File: src/rtl/rct_pkg.sv
package rct_pkg;
   typedef enum logic [2:0] {
      OP_NOP = 3'd0,
      OP_ACT = 3'd1,
      OP_RD  = 3'd2,
      OP_WR  = 3'd3,
      OP_PRE = 3'd4,
      OP_MRS = 3'd5
   } rct_op_e;

   function automatic logic op_known(input logic [2:0] op);
      return (op >= 3'd1) && (op <= 3'd5);
   endfunction
endpackage

File: src/rtl/rct_decode.sv
module rct_decode #(
   parameter int NUM_BANKS = 4,
   localparam int BANK_W = (NUM_BANKS > 1) ? $clog2(NUM_BANKS) : 1
) (
   input  logic                 cmd_valid,
   input  logic [2:0]           cmd_op,
   input  logic [BANK_W-1:0]    cmd_bank,
   output logic [NUM_BANKS-1:0] bank_sel,
   output logic                 mrs_en,
   output logic                 known_cmd
);
   import rct_pkg::*;

   assign known_cmd = cmd_valid && op_known(cmd_op);
   assign mrs_en    = cmd_valid && (cmd_op == OP_MRS);

   for (genvar b = 0; b < NUM_BANKS; b++) begin : g_sel
      assign bank_sel[b] = known_cmd && (cmd_op != OP_MRS) && (cmd_bank == BANK_W'(b));
   end
endmodule

File: src/rtl/rct_policy.sv
module rct_policy (
   input  logic clk,
   input  logic rst_n,
   input  logic set_en,
   input  logic mode_bit,
   output logic policy_nwt
);
   always_ff @(posedge clk) begin
      if (!rst_n)      policy_nwt <= 1'b0;
      else if (set_en) policy_nwt <= mode_bit;
   end

   p_policy_hold_r10: assert property (@(posedge clk) disable iff (!rst_n)
      !set_en |=> $stable(policy_nwt));
endmodule

File: src/rtl/rct_bank.sv
module rct_bank #(
   parameter int ROW_W = 12
) (
   input  logic             clk,
   input  logic             rst_n,
   input  logic             sel,
   input  logic [2:0]       op,
   input  logic [ROW_W-1:0] row,
   input  logic             policy_nwt,
   output logic             is_open,
   output logic [ROW_W-1:0] open_row,
   output logic             cache_vld,
   output logic [ROW_W-1:0] cache_row,
   output logic             hit,
   output logic             miss,
   output logic             err_act,
   output logic             err_idle
);
   import rct_pkg::*;

   logic is_rd, is_wr, access, match, load, do_act, do_pre;

   assign is_rd    = (op == OP_RD);
   assign is_wr    = (op == OP_WR);
   assign access   = sel && (is_rd || is_wr);
   assign match    = cache_vld && (cache_row == open_row);
   assign do_act   = sel && (op == OP_ACT) && !is_open;
   assign do_pre   = sel && (op == OP_PRE);
   assign err_act  = sel && (op == OP_ACT) && is_open;
   assign err_idle = access && !is_open;
   assign hit      = access && is_open && match;
   assign miss     = access && is_open && !match;
   assign load     = access && is_open && (is_rd || match || !policy_nwt);

   always_ff @(posedge clk) begin
      if (!rst_n) begin
         is_open   <= 1'b0;
         open_row  <= '0;
         cache_vld <= 1'b0;
         cache_row <= '0;
      end else begin
         if (do_act) begin
            is_open  <= 1'b1;
            open_row <= row;
         end else if (do_pre) begin
            is_open  <= 1'b0;
         end
         if (load) begin
            cache_vld <= 1'b1;
            cache_row <= open_row;
         end
      end
   end

   p_act_busy_r3: assert property (@(posedge clk) disable iff (!rst_n)
      (sel && op == OP_ACT && is_open) |=> (is_open && $stable(open_row)));
   p_idle_access_r4: assert property (@(posedge clk) disable iff (!rst_n)
      (access && !is_open) |=> ($stable(cache_vld) && $stable(cache_row) && !is_open));
   p_read_fills_r5: assert property (@(posedge clk) disable iff (!rst_n)
      (sel && is_rd && is_open) |=> (cache_vld && cache_row == $past(open_row)));
   p_bypass_keeps_r7: assert property (@(posedge clk) disable iff (!rst_n)
      (sel && is_wr && is_open && policy_nwt && !(cache_vld && cache_row == open_row))
      |=> ($stable(cache_row) && $stable(cache_vld)));
   p_close_keeps_r9: assert property (@(posedge clk) disable iff (!rst_n)
      (sel && op == OP_PRE) |=> (!is_open && $stable(cache_vld) && $stable(cache_row)));
endmodule

File: src/rtl/rct_resp.sv
module rct_resp #(
   parameter int NUM_BANKS = 4
) (
   input  logic                 clk,
   input  logic                 rst_n,
   input  logic                 known_cmd,
   input  logic [NUM_BANKS-1:0] b_hit,
   input  logic [NUM_BANKS-1:0] b_miss,
   input  logic [NUM_BANKS-1:0] b_err_act,
   input  logic [NUM_BANKS-1:0] b_err_idle,
   output logic                 rsp_valid,
   output logic                 rsp_hit,
   output logic                 rsp_miss,
   output logic                 rsp_err_act,
   output logic                 rsp_err_idle
);
   always_ff @(posedge clk) begin
      if (!rst_n) begin
         rsp_valid    <= 1'b0;
         rsp_hit      <= 1'b0;
         rsp_miss     <= 1'b0;
         rsp_err_act  <= 1'b0;
         rsp_err_idle <= 1'b0;
      end else begin
         rsp_valid    <= known_cmd;
         rsp_hit      <= |b_hit;
         rsp_miss     <= |b_miss;
         rsp_err_act  <= |b_err_act;
         rsp_err_idle <= |b_err_idle;
      end
   end

   p_one_bank_r2: assert property (@(posedge clk) disable iff (!rst_n)
      $onehot0(b_hit | b_miss | b_err_act | b_err_idle));
   p_quiet_r11: assert property (@(posedge clk) disable iff (!rst_n)
      !known_cmd |=> (!rsp_valid && !rsp_hit && !rsp_miss && !rsp_err_act && !rsp_err_idle));
   p_excl_r5: assert property (@(posedge clk) disable iff (!rst_n)
      $onehot0({rsp_hit, rsp_miss, rsp_err_act, rsp_err_idle}));
endmodule

File: src/rtl/rowcache_tracker.sv
module rowcache_tracker #(
   parameter int NUM_BANKS = 4,
   parameter int ROW_W     = 12,
   localparam int BANK_W   = (NUM_BANKS > 1) ? $clog2(NUM_BANKS) : 1
) (
   input  logic                 clk,
   input  logic                 rst_n,
   input  logic                 cmd_valid,
   input  logic [2:0]           cmd_op,
   input  logic [BANK_W-1:0]    cmd_bank,
   input  logic [ROW_W-1:0]     cmd_row,
   input  logic                 cmd_mode_nwt,
   input  logic [BANK_W-1:0]    qry_bank,
   output logic                 rsp_valid,
   output logic                 rsp_hit,
   output logic                 rsp_miss,
   output logic                 rsp_err_act,
   output logic                 rsp_err_idle,
   output logic                 policy_nwt,
   output logic [NUM_BANKS-1:0] bank_open,
   output logic [NUM_BANKS-1:0] cache_valid,
   output logic [ROW_W-1:0]     qry_open_row,
   output logic [ROW_W-1:0]     qry_cache_row
);
   if (NUM_BANKS < 2 || NUM_BANKS != (1 << BANK_W)) begin : g_bad_banks
      $error("rowcache_tracker: NUM_BANKS must be a power of two of at least 2");
   end
   if (ROW_W < 1 || ROW_W > 24) begin : g_bad_row
      $error("rowcache_tracker: ROW_W out of range");
   end

   logic [NUM_BANKS-1:0] bank_sel, b_hit, b_miss, b_err_act, b_err_idle;
   logic                 mrs_en, known_cmd;
   logic [ROW_W-1:0]     open_rows  [NUM_BANKS];
   logic [ROW_W-1:0]     cache_rows [NUM_BANKS];

   rct_decode #(.NUM_BANKS(NUM_BANKS)) u_dec (
      .cmd_valid (cmd_valid),
      .cmd_op    (cmd_op),
      .cmd_bank  (cmd_bank),
      .bank_sel  (bank_sel),
      .mrs_en    (mrs_en),
      .known_cmd (known_cmd)
   );

   rct_policy u_pol (
      .clk        (clk),
      .rst_n      (rst_n),
      .set_en     (mrs_en),
      .mode_bit   (cmd_mode_nwt),
      .policy_nwt (policy_nwt)
   );

   for (genvar b = 0; b < NUM_BANKS; b++) begin : g_bank
      rct_bank #(.ROW_W(ROW_W)) u_bank (
         .clk        (clk),
         .rst_n      (rst_n),
         .sel        (bank_sel[b]),
         .op         (cmd_op),
         .row        (cmd_row),
         .policy_nwt (policy_nwt),
         .is_open    (bank_open[b]),
         .open_row   (open_rows[b]),
         .cache_vld  (cache_valid[b]),
         .cache_row  (cache_rows[b]),
         .hit        (b_hit[b]),
         .miss       (b_miss[b]),
         .err_act    (b_err_act[b]),
         .err_idle   (b_err_idle[b])
      );
   end

   rct_resp #(.NUM_BANKS(NUM_BANKS)) u_resp (
      .clk          (clk),
      .rst_n        (rst_n),
      .known_cmd    (known_cmd),
      .b_hit        (b_hit),
      .b_miss       (b_miss),
      .b_err_act    (b_err_act),
      .b_err_idle   (b_err_idle),
      .rsp_valid    (rsp_valid),
      .rsp_hit      (rsp_hit),
      .rsp_miss     (rsp_miss),
      .rsp_err_act  (rsp_err_act),
      .rsp_err_idle (rsp_err_idle)
   );

   assign qry_open_row  = open_rows[qry_bank];
   assign qry_cache_row = cache_rows[qry_bank];

   p_reset_state_r1: assert property (@(posedge clk)
      !rst_n |=> (bank_open == '0 && cache_valid == '0 && !policy_nwt));
endmodule

File: config.mk
export PLATFORM = sky130hd
export DESIGN_NAME = rowcache_tracker
export DESIGN_NICKNAME = d
export VERILOG_FILES = /design/src/rtl/rct_pkg.sv /design/src/rtl/rct_decode.sv /design/src/rtl/rct_policy.sv /design/src/rtl/rct_bank.sv /design/src/rtl/rct_resp.sv /design/src/rtl/rowcache_tracker.sv
export SDC_FILE = /design/constraint.sdc
export NUM_CORES = 1
export LEC_CHECK = 0
export BUFFER_PORTS_ARGS = -buffer_cell sky130_fd_sc_hd__buf_4
export CAP_MARGIN = 40
export CELL_PAD_IN_SITES_DETAIL_PLACEMENT = 1
export CELL_PAD_IN_SITES_GLOBAL_PLACEMENT = 1
export CORE_MARGIN = 1
export CORE_UTILIZATION = 42
export DETAILED_ROUTE_END_ITERATION = 10
export PLACE_DENSITY = 0.72
export SLEW_MARGIN = 20
export SYNTH_ARGS = -nofsm -noshare
export SYNTH_HDL_FRONTEND = slang
export SYNTH_HIERARCHICAL = 1
export SYNTH_SLANG_ARGS = --single-unit
File: constraint.sdc
create_clock -name clk -period 1.6 [get_ports clk]
set_input_delay 0.16 -clock clk [delete_from_list [all_inputs] [get_ports clk]]
set_output_delay 0.16 -clock clk [all_outputs]
set_load 0.03 [all_outputs]
Yosys cells after proc, flatten, opt, wreduce, memory -nomap -nowiden
Index checks and enable logic that the tools add are counted.
W data, S select, Z words.
Storage, ports and cells
  output and inout bits: 38
  flip-flop bits (word level): 110
  logic and storage cells: 132
  input bits: 23
Operators by class
  bitwise logic cells: 1
  equal/unequal tests: 13
  $lt $le $gt $ge: 3
  reductions and logical operators: 79
  muxes and demuxes: 14
Operators with widths (number)
  $logic_and A1 B1 Y1: 52
  $bmux W12 S2: 2
  $eq A12 B12 Y1: 4
  $mux W12: 4
  $reduce_or A4 Y1: 4
  $logic_not A1 Y1: 9
  $logic_or A1 B1 Y1: 9
  $mux W1: 8
  $reduce_bool A2 Y1: 4
  $eq A3 B2 Y1 const B: 2
  $eq A3 B3 Y1 const B: 2
  $eq A2 B2 Y1 const B: 2
  $eq A3 B1 Y1 const B: 1
  $ge A3 B1 Y1 const B: 1
  $ge A3 B3 Y1 const B: 1
  $le A3 B3 Y1 const B: 1
  $ne A3 B3 Y1 const B: 1
  $not A2 Y3: 1
  $eq A2 B1 Y1 const B: 1
  $logic_not A2 Y1: 1

Logic depth before layout (Yosys ltp)
  depth in word-level cells: 9
  gate-level depth with buffers: 7
  depth with buffers taken out: 6

By module
The synthesis kept the hierarchy.
By module, submodules not included
  rct_bank: cells an instance 127, area an instance 1224.9 µm², instances 4, seq. area each 520.5 µm²
  rowcache_tracker: cells an instance 30, area an instance 620.6 µm², instances 1, seq. area each 0.0 µm²
  rct_resp: cells an instance 10, area an instance 151.4 µm², instances 1, seq. area each 100.1 µm²
  rct_decode: cells an instance 13, area an instance 93.8 µm², instances 1, seq. area each 0.0 µm²
  rct_policy: cells an instance 3, area an instance 36.3 µm², instances 1, seq. area each 20.0 µm²

Least setup slack after synthesis
Ideal clock, no wire load.
  kind: input -> register
  start: input port cmd_op[1]
  end: register g_bank[1].u_bank.cache_row[10]
  path slack: -72 ps
  library setup time: 120 ps
  data required time: 1480 ps
  stages on the path: 7
  arrival time: 1552 ps
  cells stage by stage: o21a_1 > nor3_1 > nand4b_2 > nor3_2 > a21oi_2 > buf_6 > mux2i_1
On the way
  cells in the longest elaborated chain, start to end: 8
RTL lines
  start, declared: RTL line rowcache_tracker.sv:9  | input logic [2:0] cmd_op,
  $ge A3 B1 Y1 / $le A3 B3 Y1 (equally long branches): RTL line rct_pkg.sv:12  | return (op >= 3'd1) && (op <= 3'd5);
  $logic_and A1 B1 Y1: RTL line rct_pkg.sv:12
  $logic_and A1 B1 Y1: RTL line rct_decode.sv:14  | assign known_cmd = cmd_valid && op_known(cmd_op);
  $logic_and A1 B1 Y1 * (2 in series): RTL line rct_decode.sv:18  | assign bank_sel[b] = known_cmd && (cmd_op != OP_MRS) && (cmd_bank == BANK_W'(b));
  named net bank_sel[1]: RTL line rowcache_tracker.sv:32  | logic [NUM_BANKS-1:0] bank_sel, b_hit, b_miss, b_err_act, b_err_idle;
  $logic_and A1 B1 Y1 *: RTL line rct_bank.sv:25  | assign access = sel && (is_rd || is_wr);
  $logic_and A1 B1 Y1 * (2 in series): RTL line rct_bank.sv:33  | assign load = access && is_open && (is_rd || match || !policy_nwt);
  end signal, assigned: RTL line rct_bank.sv:50  | cache_row <= open_row;
  end, declared: RTL line rct_bank.sv:13  | output logic [ROW_W-1:0] cache_row,
Mark *: on every way through the listed nets, which the timed path passes. The rest lies on a longest branch.
A chain may end at the register's enable or synchronous reset.

Final worst setup path
  start: register g_bank[2].u_bank.cache_row[8]
  end: register u_resp.rsp_miss
On the way
  cells in the longest elaborated chain, start to end: 5
RTL lines
  start, declared: RTL line rct_bank.sv:13
  start signal, assigned: RTL line rct_bank.sv:50
  $eq A12 B12 Y1: RTL line rct_bank.sv:26  | assign match = cache_vld && (cache_row == open_row);
  $logic_and A1 B1 Y1: RTL line rct_bank.sv:26
  $logic_not A1 Y1: RTL line rct_bank.sv:32  | assign miss = access && is_open && !match;
  $logic_and A1 B1 Y1: RTL line rct_bank.sv:32
  named net b_miss[2]: RTL line rowcache_tracker.sv:32
  $reduce_or A4 Y1: RTL line rct_resp.sv:27  | rsp_miss <= |b_miss;
  end signal, assigned: RTL line rct_resp.sv:27
  end, declared: RTL line rct_resp.sv:13  | output logic rsp_miss,
The timed path passes the listed nets, and every way through them passes these cells.

==> out/results.ini <==
[status]
outcome = complete, but fails checks
violations = negative setup slack

[yosys]
yosysWarnings = 6
ys_seq_elements = 110
syn_nets = 587
synthXorXnorAreaFrac_pct = 7.246
yosysUniqueCellTypes = 35
synthMuxAreaShare_pct = 26.31
yosys.area_share.adder_pct = 0
synthesis.area_sq_um = 5802
netlist_instances = 564
seq_area_frac_synth_pct = 37.96
synth_compound_area_share_pct = 3.623
synth.avg_cell_area_sq_um = 10.29
yosys.area_share.simple_pct = 21.26
synth_top_family_by_area = multiplexers

[global_route]
antenna_found_initial = 0
grt_max_degree = 57
first_global_vias = 5447
grt_first_pass_wirelength_microns = 32630
grtUsageTotal_pct = 31.23
grt.overflow.total = 0

[sta]
fmax_mhz = 511.5
slew_violations = 0
max_slew_margin_pct = 59.68
worst_pin_slew_ns = 0.5964
finalCriticalPeriod_ns = 1.955
min_period_over_period_pct = 122.2
finalSetupViolCount = 73
fin_hold_ws_ns = 0.1017
rsz0062_at_grt = yes
skew_ns = 0.008941
hold_viol = 0
setup_ws_ns = -0.3550

[critical_path]
cp-end-kind = flip-flop
path_class = reg2reg
worst_setup_path_start_kind = flip-flop
cp_data_arrival_time_ns = 2.20
cp_max_fo = 2
crit_required_ns = 1.84

[routing]
wirelength_microns = 23890
postRouteAntennaNets = 0
vias_per_cell = 5.788
dr_total_vias = 5261
wl_per_cell_microns = 26.28
drc_errors = 0
drt_iter0_drc = 510
drt_first_pass_iters = 5

[floorplan]
start_util_pct = 43.47
boundaryPins = 61
die_w_microns = 119.5
die_area_sq_um = 14290
core_area_sq_um = 13350
num_rows = 42
dieHeight_microns = 119.5

[cts]
clk_latency_ns = 0.36
htreeDepth = 3
cts_buffers = 9
hold_buffers = 0
cts_tree = yes
clock_path_buffers = 2
clk_pin_slew_ns = 0.08
cts.sinks = 110
cts_root_buf = clkbuf_16

[flow_run]
cap_violations = 0

[placed_design]
routabilityCongestion = 0.8390
dp_hpwl_microns = 14060
port-buffer-count = 60

[hold_path]
hold_class = in2reg

[finish]
layout_commonest_cell = nand2_1
fill_cells = 1408
diodes = 0
nets = 751
drive_gt1_share_pct = 45.29
area_growth_pct = 42.46
final_cell_mix = nand2_1, buf_4, mux2i_1
fin_util_pct = 61.92

[power]
max-vdd-ir-drop_mv = 0.6383
leakage_uw = 0.003883
power.density_nw_per_um2 = 671.1

[routing by layer]
metal | wire [microns] | track usage [%]
met3 | 1607 | 7.367
met1 | 9473 | 38.72
met5 | 0 | 0
met2 | 11930 | 52.35
met4 | 872 | 12.11
[kinds of logic (layout without fill, tap and decap cells)]
family | count (synthesis) | after routing
and+or+nand+nor | 220 | 220
muxes | 121 | 121
DFF | 110 | 110
xor gates and xnor gates | 48 | 48
buffers and inverters | 35 | 204
AOI/OAI and AO/OA | 30 | 30
[sequential cells by signal, summed over array words and instances (netlist names), 4 cells and up]
| register | cells |
|---|---|
| g_bank.u_bank/open_row | 48 |
| g_bank.u_bank/cache_row | 48 |
| g_bank.u_bank/cache_vld | 4 |
| g_bank.u_bank/is_open | 4 |
[layout make-up]
class                           instances  area, sq um  share of cell area, %
Multi-Input combinational cell        419         3600                  43.55
Sequential cell                       110         2287                  27.67
Timing Repair Buffer                  183         1839                  22.25
Clock buffer                           11        242.7                  2.937
Tap cell                              176        220.2                  2.664
Clock inverter                          5        57.56                 0.6963
Inverter                                5        18.77                 0.2271
[worst max-delay path, cell delays in order, from the launching register on]
cell and delay (ns):
dfxtp_2 0.35, xnor2_2 0.23, nand4_1 0.24, nor4_4 0.38
buf_4 0.20, a21oi_1 0.10, o41a_1 0.34
[Yosys cell counts]
library cell / number / share of area, %
nor2_1: 9 / 0.58
nand4_1: 8 / 0.86
xnor2_1: 36 / 5.4
buf_6: 5 / 0.97
clkbuf_1: 17 / 1.1
nand2_1: 108 / 7.0
nor3b_1: 4 / 0.52
and3_1: 4 / 0.43
xor2_1: 12 / 1.8
and2_1: 5 / 0.54
nor4_4: 4 / 1.5
nor3_1: 3 / 0.26
nand4b_2: 4 / 1.0
nand3_1: 1 / 0.086
and2_2: 4 / 0.52
a211oi_1: 1 / 0.13
mux4_1: 4 / 1.8
buf_2: 6 / 0.52
dfxtp_1: 110 / 38
nor2b_1: 49 / 5.3
nor4b_2: 1 / 0.26
nand3b_1: 6 / 0.78
and4b_2: 1 / 0.19
o21a_1: 5 / 0.65
nor3_2: 5 / 0.86
a21oi_1: 8 / 0.69
nor4b_1: 4 / 0.60
o21ai_0: 4 / 0.35
mux4_2: 20 / 7.8
buf_12: 2 / 0.69
a21oi_2: 4 / 0.60
a31oi_1: 4 / 0.43
inv_1: 5 / 0.32
mux2i_1: 97 / 17
o41a_1: 4 / 0.78
[worst paths after layout]
check	startpoint	to	slack, ns	depth (start not counted)
hold / removal	cmd_row[9]	g_bank[1].u_bank/open_row[9]	0.10	3
setup reg to reg	g_bank[2].u_bank/cache_row[8]	u_resp/rsp_miss	-0.36	6
setup / recovery	g_bank[2].u_bank/cache_row[8]	u_resp/rsp_miss	-0.36	6
hold reg to reg	g_bank[0].u_bank/cache_row[5]	g_bank[0].u_bank/cache_row[5]	0.50	2
[timing repair]
action,in CTS,in global routing
setup buffers,16,9
pin swaps,5,6
setup endpoints to repair,73,83
endpoints found under the hold margin,0,0
resized for setup,133,46
cloned,1,1
[stage by stage]
step           total power, uW  TNS (ns)  cell area, sq um  worst slack [ns]  std cells
3_3_place_gp              3207    -25.47              7206           -0.4045        873
2_1_floorplan             3022    -2.705              5802          -0.07186        564
3_5_place_dp              3219    -32.44              7206           -0.4719        873
4_1_cts                   5528    -2.993              7986           -0.1914        901
5_1_grt                   5692    -9.439              8265           -0.3611        909
6_report                  5547    -7.375              8265           -0.3550        909
[where the power goes]
part	internal [uW]	switching [uW]	total (uW)	leakage (uW)
Combinational	189	253	442	0.00281
Clock	1260	1090	2350	0.000150
Sequential	2740	12.2	2750	0.000919
(Power assumes the default switching activity.)
